==> config.mk <==
export PLATFORM = sky130hd
export DESIGN_NAME = sysrst_hub
export DESIGN_NICKNAME = d
export VERILOG_FILES = /design/src/rtl/sysrst_pkg.sv /design/src/rtl/sysrst_sync.sv /design/src/rtl/sysrst_se0_det.sv /design/src/rtl/sysrst_wdclr.sv /design/src/rtl/sysrst_hub.sv
export SDC_FILE = /design/constraint.sdc
export NUM_CORES = 1
export LEC_CHECK = 0
export ABC_AREA = 1
export BUFFER_PORTS_ARGS = -buffer_cell sky130_fd_sc_hd__buf_2
export CORE_MARGIN = 2
export CORE_UTILIZATION = 45
export DETAILED_ROUTE_END_ITERATION = 6
export PLACE_DENSITY = 0.77
export SETUP_SLACK_MARGIN = 0.5
export SLEW_MARGIN = 0
export SYNTH_ARGS = -nofsm -noshare
export SYNTH_HDL_FRONTEND = slang
export SYNTH_SLANG_ARGS = --single-unit
==> constraint.sdc <==
create_clock -name clk -period 1.4 [get_ports clk]
set_input_delay 0.21 -clock clk [delete_from_list [all_inputs] [get_ports clk]]
set_output_delay 0.21 -clock clk [all_outputs]
set_load 0.01 [all_outputs]
==> src/rtl/sysrst_pkg.sv <==
package sysrst_pkg;

    typedef enum logic [1:0] {
        ST_POR_WAIT = 2'd0,
        ST_HOLD     = 2'd1,
        ST_RUN      = 2'd2
    } rst_state_t;

    localparam int CAUSE_W   = 5;
    localparam int CAUSE_POR = 0;
    localparam int CAUSE_PAD = 1;
    localparam int CAUSE_USB = 2;
    localparam int CAUSE_WDT = 3;
    localparam int CAUSE_LVR = 4;

endpackage

==> src/rtl/sysrst_sync.sv <==
module sysrst_sync #(
    parameter int STAGES    = 2,
    parameter bit IDLE_LVL  = 1'b1
) (
    input  logic clk,
    input  logic arst_n,
    input  logic d_async,
    output logic q_sync
);

    logic [STAGES-1:0] chain;

    generate
        for (genvar i = 0; i < STAGES; i++) begin : g_stage
            if (i == 0) begin : g_first
                always_ff @(posedge clk or negedge arst_n) begin
                    if (!arst_n) chain[0] <= IDLE_LVL;
                    else         chain[0] <= d_async;
                end
            end else begin : g_next
                always_ff @(posedge clk or negedge arst_n) begin
                    if (!arst_n) chain[i] <= IDLE_LVL;
                    else         chain[i] <= chain[i-1];
                end
            end
        end
    endgenerate

    assign q_sync = chain[STAGES-1];

endmodule

==> src/rtl/sysrst_se0_det.sv <==
module sysrst_se0_det #(
    parameter int OVS      = 4,
    parameter int MIN_BITS = 4
) (
    input  logic clk,
    input  logic arst_n,
    input  logic tick,
    input  logic dp,
    input  logic dm,
    output logic active
);

    localparam int THR = OVS * MIN_BITS;
    localparam int CW  = $clog2(THR + 1);
    localparam logic [CW-1:0] THR_V = CW'(THR);

    logic [CW-1:0] run_cnt;
    logic          se0;

    assign se0 = ~dp & ~dm;

    always_ff @(posedge clk or negedge arst_n) begin
        if (!arst_n) begin
            run_cnt <= '0;
        end else if (tick) begin
            if (!se0)                run_cnt <= '0;
            else if (run_cnt != THR_V) run_cnt <= run_cnt + 1'b1;
        end
    end

    assign active = (run_cnt == THR_V);

    // detection only comes up after an SE0 sample on a tick
    p_se0_needs_line_r5: assert property (@(posedge clk) disable iff (!arst_n)
        $rose(active) |-> $past(se0 && tick));

endmodule

==> src/rtl/sysrst_wdclr.sv <==
module sysrst_wdclr #(
    parameter int              AW       = 13,
    parameter int              DW       = 8,
    parameter logic [AW-1:0]   CLR_ADDR = 13'h1FF0,
    parameter int              CLR_BIT  = 0
) (
    input  logic          clk,
    input  logic          arst_n,
    input  logic          we,
    input  logic [AW-1:0] addr,
    input  logic [DW-1:0] wdata,
    output logic          clr_pulse,
    output logic [DW-1:0] rdata
);

    logic hit_zero;

    assign hit_zero = we && (addr == CLR_ADDR) && !wdata[CLR_BIT];

    always_ff @(posedge clk or negedge arst_n) begin
        if (!arst_n) clr_pulse <= 1'b0;
        else         clr_pulse <= hit_zero;
    end

    assign rdata = '0;

    // a clear pulse follows only a zero written to the clear address
    p_clear_from_write_r6: assert property (@(posedge clk) disable iff (!arst_n)
        clr_pulse |-> $past(we && addr == CLR_ADDR && wdata[CLR_BIT] == 1'b0));

endmodule

==> src/rtl/sysrst_hub.sv <==
module sysrst_hub
    import sysrst_pkg::*;
#(
    parameter int POR_SHORT = 224,
    parameter int POR_LONG  = 4064,
    parameter int OVS       = 4,
    parameter int SE0_BITS  = 4,
    parameter int AW        = 13,
    parameter int DW        = 8
) (
    input  logic               clk,
    input  logic               supply_ok,
    input  logic               long_por,
    input  logic               rst_pad_in,
    input  logic               usb_dp,
    input  logic               usb_dm,
    input  logic               usb_tick,
    input  logic               wdt_timeout,
    input  logic               wdt_en,
    input  logic               lvr_trip,
    input  logic               lvr_en,
    input  logic               bus_we,
    input  logic [AW-1:0]      bus_addr,
    input  logic [DW-1:0]      bus_wdata,
    input  logic               cause_clr,
    output logic               sys_rst,
    output logic               pin_pull,
    output logic               wdt_clear,
    output logic [DW-1:0]      bus_rdata,
    output logic [CAUSE_W-1:0] rst_cause
);

    localparam int CW = $clog2(POR_LONG + 1);
    localparam logic [CW-1:0] LAST_SHORT = CW'(POR_SHORT - 1);
    localparam logic [CW-1:0] LAST_LONG  = CW'(POR_LONG - 1);

    rst_state_t    state, state_nx;
    logic [CW-1:0] por_cnt;
    logic          por_done;
    logic          pad_sync, pad_low;
    logic          usb_active;
    logic          wdt_act, wdt_prev, wdt_rise;
    logic          lvr_act, lvr_prev, lvr_rise;
    logic          any_src;

    sysrst_sync #(.STAGES(2), .IDLE_LVL(1'b1)) u_pad_sync (
        .clk     (clk),
        .arst_n  (supply_ok),
        .d_async (rst_pad_in),
        .q_sync  (pad_sync)
    );

    sysrst_se0_det #(.OVS(OVS), .MIN_BITS(SE0_BITS)) u_se0 (
        .clk    (clk),
        .arst_n (supply_ok),
        .tick   (usb_tick),
        .dp     (usb_dp),
        .dm     (usb_dm),
        .active (usb_active)
    );

    sysrst_wdclr #(.AW(AW), .DW(DW)) u_wdclr (
        .clk       (clk),
        .arst_n    (supply_ok),
        .we        (bus_we),
        .addr      (bus_addr),
        .wdata     (bus_wdata),
        .clr_pulse (wdt_clear),
        .rdata     (bus_rdata)
    );

    assign pad_low  = ~pad_sync;
    assign wdt_act  = wdt_en & wdt_timeout;
    assign lvr_act  = lvr_en & lvr_trip;
    assign wdt_rise = wdt_act & ~wdt_prev;
    assign lvr_rise = lvr_act & ~lvr_prev;
    assign any_src  = pad_low | usb_active | wdt_act | lvr_act;
    assign por_done = (por_cnt == (long_por ? LAST_LONG : LAST_SHORT));

    // state register and power-on counter
    always_ff @(posedge clk or negedge supply_ok) begin
        if (!supply_ok) begin
            state   <= ST_POR_WAIT;
            por_cnt <= '0;
        end else begin
            state <= state_nx;
            if (state == ST_POR_WAIT && !por_done) por_cnt <= por_cnt + 1'b1;
        end
    end

    // next-state decode
    always_comb begin
        state_nx = state;
        unique case (state)
            ST_POR_WAIT: if (por_done) state_nx = any_src ? ST_HOLD : ST_RUN;
            ST_HOLD:     if (!any_src) state_nx = ST_RUN;
            ST_RUN:      if (any_src)  state_nx = ST_HOLD;
            default:     state_nx = ST_POR_WAIT;
        endcase
    end

    // registered outputs
    always_ff @(posedge clk or negedge supply_ok) begin
        if (!supply_ok) begin
            sys_rst   <= 1'b1;
            pin_pull  <= 1'b0;
            wdt_prev  <= 1'b0;
            lvr_prev  <= 1'b0;
            rst_cause <= CAUSE_W'(1) << CAUSE_POR;
        end else begin
            sys_rst   <= (state_nx != ST_RUN);
            pin_pull  <= wdt_rise | lvr_rise;
            wdt_prev  <= wdt_act;
            lvr_prev  <= lvr_act;
            rst_cause <= (cause_clr ? '0 : rst_cause)
                       | (CAUSE_W'(pad_low)    << CAUSE_PAD)
                       | (CAUSE_W'(usb_active) << CAUSE_USB)
                       | (CAUSE_W'(wdt_act)    << CAUSE_WDT)
                       | (CAUSE_W'(lvr_act)    << CAUSE_LVR);
        end
    end

    // the power-on count keeps the internal reset asserted
    p_por_holds_rst_r1: assert property (@(posedge clk) disable iff (!supply_ok)
        (state == ST_POR_WAIT) |-> sys_rst);

    // the pad is pulled only after a watchdog or low-voltage edge
    p_pull_source_r3: assert property (@(posedge clk) disable iff (!supply_ok)
        pin_pull |-> $past(wdt_rise || lvr_rise));

    // release only after an idle cycle outside the power-on count
    p_release_idle_r12: assert property (@(posedge clk) disable iff (!supply_ok)
        $fell(sys_rst) |-> $past(!any_src && (state != ST_POR_WAIT || por_done)));

    // an active cause never lets the state machine run
    p_src_blocks_run_r2: assert property (@(posedge clk) disable iff (!supply_ok)
        (any_src && state != ST_RUN) |=> (state != ST_RUN));

endmodule

==> impl_metrics.json, run 1 <==
{
  "status": "finished clean",
  "finClkSkew_ps": 6.54,
  "gr-usage-all-layers_pct": 19.4,
  "grt_overflow": 0,
  "synth_top_area_share_pct": 41.1,
  "io_buffer_count": 34,
  "grt_pass1_vias": 1357,
  "final.setup.tns_ps": 0,
  "worst-r2r-cell-count": 9,
  "die-area_um2": 4160,
  "p_total_mw": 1.72,
  "n_antenna_cell": 0,
  "fillers": 280,
  "hold_violations": 0,
  "pin_count": 50,
  "initial_core_util_pct": 48.2,
  "worstSetupStartpointType": "flop",
  "gp_congestion": 0.819,
  "cp-end-kind": "flop",
  "grt_max_degree": 32,
  "clockBufferDepth": 2,
  "p_leak_nw": 1.16,
  "vias_per_cell": 4.80,
  "cts_tree": "built",
  "seq_area_frac_synth_pct": 47.5,
  "cp.depth": 9,
  "root_buffer": "clkbuf_4",
  "die_h_um": 64.5,
  "path_common_cell": "nand2_1",
  "drive_gt1_share_pct": 40.8,
  "syn_area_um2": 1650,
  "clkLatencyLatePin_ps": 340,
  "synthesis.instances": 206,
  "slowest_delay_ps": 400,
  "post-route-period-util_pct": 93.3,
  "ys_types": 24,
  "vdd_drop_max_mv": 0.557,
  "num_vias": 1501,
  "crit_arrival_ps": 1550,
  "route.detailed.drc": 0,
  "fin_nets": 303,
  "worst-path-max-fanout": 4,
  "critPathBufInv": 2,
  "synth_top_area_cell": "dfrtp_1",
  "p_per_area_nw_per_um2": 770,
  "syn_to_final_growth_pct": 35.6,
  "period_needed_ps": 1310,
  "wl_per_cell_um": 11.8,
  "grt_setup_unrepaired": "true",
  "dp.final_hpwl_um": 2250,
  "fp.dieW_um": 64.5,
  "yosys_register_bits": 31,
  "rows": 21,
  "core-area_um2": 3420,
  "ant_nets": 0,
  "hold_class": "input pin to flop",
  "yosysWarnings": 0,
  "wl_um": 3700,
  "first_iter_violations": 74,
  "criticalPathCategory": "flop to flop",
  "setup_viol": 0,
  "slew_viol_final": 0,
  "drt-pass1-iter-count": 4,
  "grt_first_pass_wirelength_um": 6040,
  "maxCapViolCount": 0,
  "antenna_found_initial": 0,
  "fmax_mhz": 766,
  "crit_family": "flip-flops",
  "crit_path_cell_trace": "ha_4 -> nand2_4 -> inv_2 -> nand2_2 -> nor2_4 -> a21oi_2 -> buf_4 -> nand2_1 -> nand2_1",
  "cts.sinks": 31,
  "cts.clk_slew.worst_paths_ps": 100,
  "cts-buffers-inserted": 5,
  "critPathRequiredTime_ps": 1640,
  "cp_slowest_cell": "dfrtp_1",
  "cts.htree.levels": 2,
  "avgSynthCellArea_um2": 7.99,
  "holdPathStages": 2,
  "synth_area_leaders": "dfrtp_1, nand2_1, dfstp_2, inv_1, nand3_1"
}
==> where the power goes <==
| group | internal [mW] | total, mW | switching, mW |
|---|---|---|---|
| Sequential | 0.917 | 0.927 | 0.00995 |
| Clock | 0.295 | 0.613 | 0.318 |
| Combinational | 0.0784 | 0.177 | 0.0990 |
| Total | 1.29 | 1.72 | 0.427 |
==> repair_timing <==
action                                 in CTS  in global routing
pin swaps                                   8                 12
endpoints found under the hold margin      28                  0
gates resized for setup                    16                 21
gates cloned                                1                  0
setup endpoints to repair                  29                 29
hold buffers                                2                  0
buffers inserted                            9                  3
==> path summary, 6_finish.rpt <==
path | start | end | slack [ps]
worst max-delay path | por_cnt[1] | por_cnt[11] | 90
min in group asynchronous | supply_ok | por_cnt[9] | 410
worst min-delay path | cause_clr | rst_cause[0] | 70
worst min register to register | u_pad_sync.chain[0] | u_pad_sync.q_sync | 360
max in group asynchronous | supply_ok | u_pad_sync.q_sync | 660
worst max register to register | por_cnt[1] | por_cnt[11] | 90
==> worst reg2reg max path, cell delays in order (launching register included) <==
cell and delay [ps]:
dfrtp_1 400, ha_4 170, nand2_4 60, inv_2 60, nand2_2 50, nor2_4 140, a21oi_2 80, buf_4 160
nand2_1 50, nand2_1 40
==> logic make-up (layout without fill, tap and decap cells) <==
group,after synthesis,count (layout),share of synthesized area [%]
adders and majority gates,3,3,2.28
other,1,8,0.228
and+or+nand+nor,113,114,31.1
xor gates and xnor gates,8,8,4.26
DFF,31,31,47.5
buffers and inverters,39,92,11.3
AOI/OAI and AO/OA,11,11,3.42
==> metal layers <==
metal	wire length [um]	up-vias	GRT usage [%]	share of wire (%)
li1	-	747	-	-
met1	1580	701	24.7	43
met2	1830	43	30.2	49
met3	201	10	6.77	5.4
met4	87	0	8.24	2.4
met5	0	-	0	0
==> registers in the layout, summed over array words and instances (netlist names), 2 cells and up <==
register       flops
por_cnt           12
rst_cause          5
state              2
u_se0.run_cnt      5
==> cells in the mapped netlist <==
library cell  instances
nand2_1              58
dfrtp_1              27
inv_1                27
nand3_1              19
nor2_1               17
o21ai_0               9
buf_4                 8
nand4_1               8
xor2_1                5
dfstp_2               4
nand2_2               4
ha_1                  3
xnor2_1               3
inv_2                 2
nand2_4               2
nor2_2                2
a21oi_1               1
buf_2                 1
buf_6                 1
conb_1                1
nand3b_1              1
nor2_4                1
nor4_1                1
o22ai_1               1
==> cell usage in the layout (no fill, tap or decap), drive strengths merged, types with 2 or more instances in the layout <==
cell type,netlist,routed
inv,29,29
clkbuf,0,8
xnor2,3,3
dfstp,4,4
conb,1,8
nand2,64,65
nand3,19,19
dlygate4sd3,0,2
nand4,8,8
o21ai,9,9
nor2,20,20
ha,3,3
xor2,5,5
dfrtp,27,27
buf,10,53
==> per-stage QoR <==
step / hold WS (ps) / cells / utilization, % / area, um2 / worst slack (ps)
global placement: 239 / 290 / 55.5 / 1900 / 101
detailed placement: 248 / 290 / 55.5 / 1900 / 56.0
finish: 74.3 / 313 / 65.3 / 2230 / 94.0
floorplan: -85.6 / 213 / - / 1690 / 128
CTS: 44.6 / 310 / 62.5 / 2140 / 103
global route: 48.2 / 313 / 65.3 / 2230 / -15.9
==> area by class of cell <==
cell class / count / area, um2 / share of cell area, %
Clock buffer: 8 / 68.8 / 3.08
Inverter: 29 / 111 / 4.99
Multi-Input combinational cell: 144 / 862 / 38.6
Sequential cell: 31 / 782 / 35.1
Tap cell: 46 / 57.6 / 2.58
Timing Repair Buffer: 55 / 349 / 15.6
No activity file was read; power rests on OpenSTA's default activity.
==> inputs of run 2 (changes only) <==
PLACE_DENSITY = 0.74   (was 0.77)
clock period = 1.6 ns   (was 1.4 ns; I/O delays follow)
==> run 2 against run 1 <==
Via count fell by 5.1%. First-iteration DRC count fell by 19%. Critical path type unchanged. Sequential power fell by 13%. Total power fell by 19%. Count of clock-buffer cells in the layout fell by 1. Clock skew fell by 2.8 ps. Hold slack improved by 5.8 ps. Critical endpoint is now por_cnt[10]. Critical path depth fell by 1. Register-to-register slack improved by 200 ps.
==> impl_metrics.json, run 2 (synthesis results as in run 1) <==
{
  "layout_common_cells": "nand2_1, buf_2, dfrtp_1, inv_1, nor2_1",
  "layout.cells.most_common": "nand2_1",
  "fp.dieW_um": 64.5,
  "core-area_um2": 3420,
  "critPathRequiredTime_ps": 1830,
  "clkLatencyLatePin_ps": 330,
  "cts.clk_slew.worst_paths_ps": 90,
  "cts.htree.levels": 2,
  "worst-path-max-fanout": 3,
  "route.detailed.drc": 0,
  "hold_violations": 0,
  "wl_per_cell_um": 10.5,
  "grt_setup_unrepaired": "true",
  "worst_slew_pin_slew_ps": 677,
  "fmax_mhz": 768,
  "largest_reg_flops": 12,
  "setup_viol": 0,
  "crit_arrival_ps": 1530,
  "num_vias": 1424,
  "gp_congestion": 0.832,
  "cp-end-kind": "flop",
  "reg2reg_to": "por_cnt[10]",
  "grt_overflow": 0,
  "p_leak_nw": 1.11,
  "grt_max_degree": 32,
  "cts_tree": "built",
  "initial_core_util_pct": 48.2,
  "post-route-period-util_pct": 81.4,
  "vias_per_cell": 4.62,
  "detailedPlace.worstSlack_ps": 158,
  "dp.final_hpwl_um": 2140,
  "reg2reg_from": "por_cnt[0]",
  "fin_ws_ps": 297,
  "hold_class": "input pin to flop",
  "drive_gt1_share_pct": 34.4,
  "root_buffer": "clkbuf_4",
  "n_antenna_cell": 0,
  "vdd_drop_max_mv": 0.454,
  "gr-usage-all-layers_pct": 18.1,
  "p_per_area_nw_per_um2": 659,
  "pin_count": 50,
  "criticalPathCategory": "flop to flop",
  "slew_viol_final": 0,
  "largest_register": "por_cnt",
  "syn_to_final_growth_pct": 28.8,
  "fin_nets": 298,
  "final.setup.tns_ps": 0,
  "cts.sinks": 31,
  "cts-buffers-inserted": 5,
  "wl_um": 3250,
  "grt_first_pass_wirelength_um": 5780,
  "rows": 21,
  "worstSetupStartpoint": "por_cnt[0]",
  "finClkSkew_ps": 3.71,
  "holdPathStages": 2,
  "die-area_um2": 4160,
  "antenna_found_initial": 0,
  "maxCapViolCount": 0,
  "die_h_um": 64.5,
  "first_iter_violations": 60,
  "clockBufferDepth": 2,
  "largest_registers": "por_cnt: 12 flops, rst_cause: 5 flops, u_se0.run_cnt: 5 flops",
  "ant_nets": 0,
  "worstSetupStartpointType": "flop",
  "worst-r2r-cell-count": 8,
  "reg2reg_slack_ps": 300,
  "status": "finished clean",
  "min_to": "rst_cause[0]",
  "holdCritStartpoint": "cause_clr",
  "slew_headroom_pct": 54.9,
  "drt-pass1-iter-count": 4,
  "io_buffer_count": 34,
  "grt_pass1_vias": 1347,
  "period_needed_ps": 1300
}
[run 2: worst max-delay path by stage]
stage / cells past startpoint / endpoint / slack (ps)
after floorplan: 10 / state[0] / 330
after global placement: 8 / por_cnt[11] / 150
after detailed placement: 8 / por_cnt[7] / 160
after CTS: 9 / state[1] / 300
after global routing: 8 / por_cnt[7] / 210
final: 8 / por_cnt[10] / 300
[run 2: report_power, final]
group / switching, mW / leakage, nW / total (mW) / internal, mW
Combinational: 0.0830 / 0.686 / 0.153 / 0.0701
Clock: 0.262 / 0.0293 / 0.433 / 0.171
Sequential: 0.00824 / 0.393 / 0.811 / 0.802
[run 2: per-stage QoR]
step	utilization (%)	cell area [um2]	instances	hold WS, ps	power (mW)
after CTS	60.4	2060	304	70.2	1.40
final	62.1	2120	308	80.1	1.40
after global placement	54.6	1870	286	318	0.941
after detailed placement	54.6	1870	286	326	0.944
after floorplan	-	1690	213	-55.6	0.891
after global routing	62.1	2120	308	62.2	1.48
[run 2: final cells by class]
type / instances / area [um2]
Clock inverter: 1 / 5.00
Inverter: 29 / 111
Fill cell: 316 / 1300
Multi-Input combinational cell: 144 / 806
Timing Repair Buffer: 50 / 314
Sequential cell: 31 / 781
Clock buffer: 7 / 45.0
Tap cell: 46 / 57.6
[run 2: per-layer routing]
| metal | part of all wire (%) | global-route usage [%] |
|---|---|---|
| met5 | 0 | 0 |
| met4 | 1.3 | 7.18 |
| met3 | 5.9 | 5.21 |
| met2 | 48 | 29.7 |
| met1 | 45 | 22.5 |
[run 2: timing repair]
item | 4_1_cts | 5_1_grt
setup buffers | 7 | 4
gates cloned | 1 | 0
endpoints found under the hold margin | 28 | 0
hold buffers | 2 | 0
setup endpoints to repair | 26 | 28
pin swaps | 7 | 9
resized for setup | 13 | 8
[run 2: critical path, cell delays in order, from the launching register on]
cell	delay (ps)
dfrtp_1	380
ha_2	200
nand2_2	70
nor2_1	240
nand3_1	110
nand2_1	70
nand2_1	40
nand2_1	50
nand2_1	40
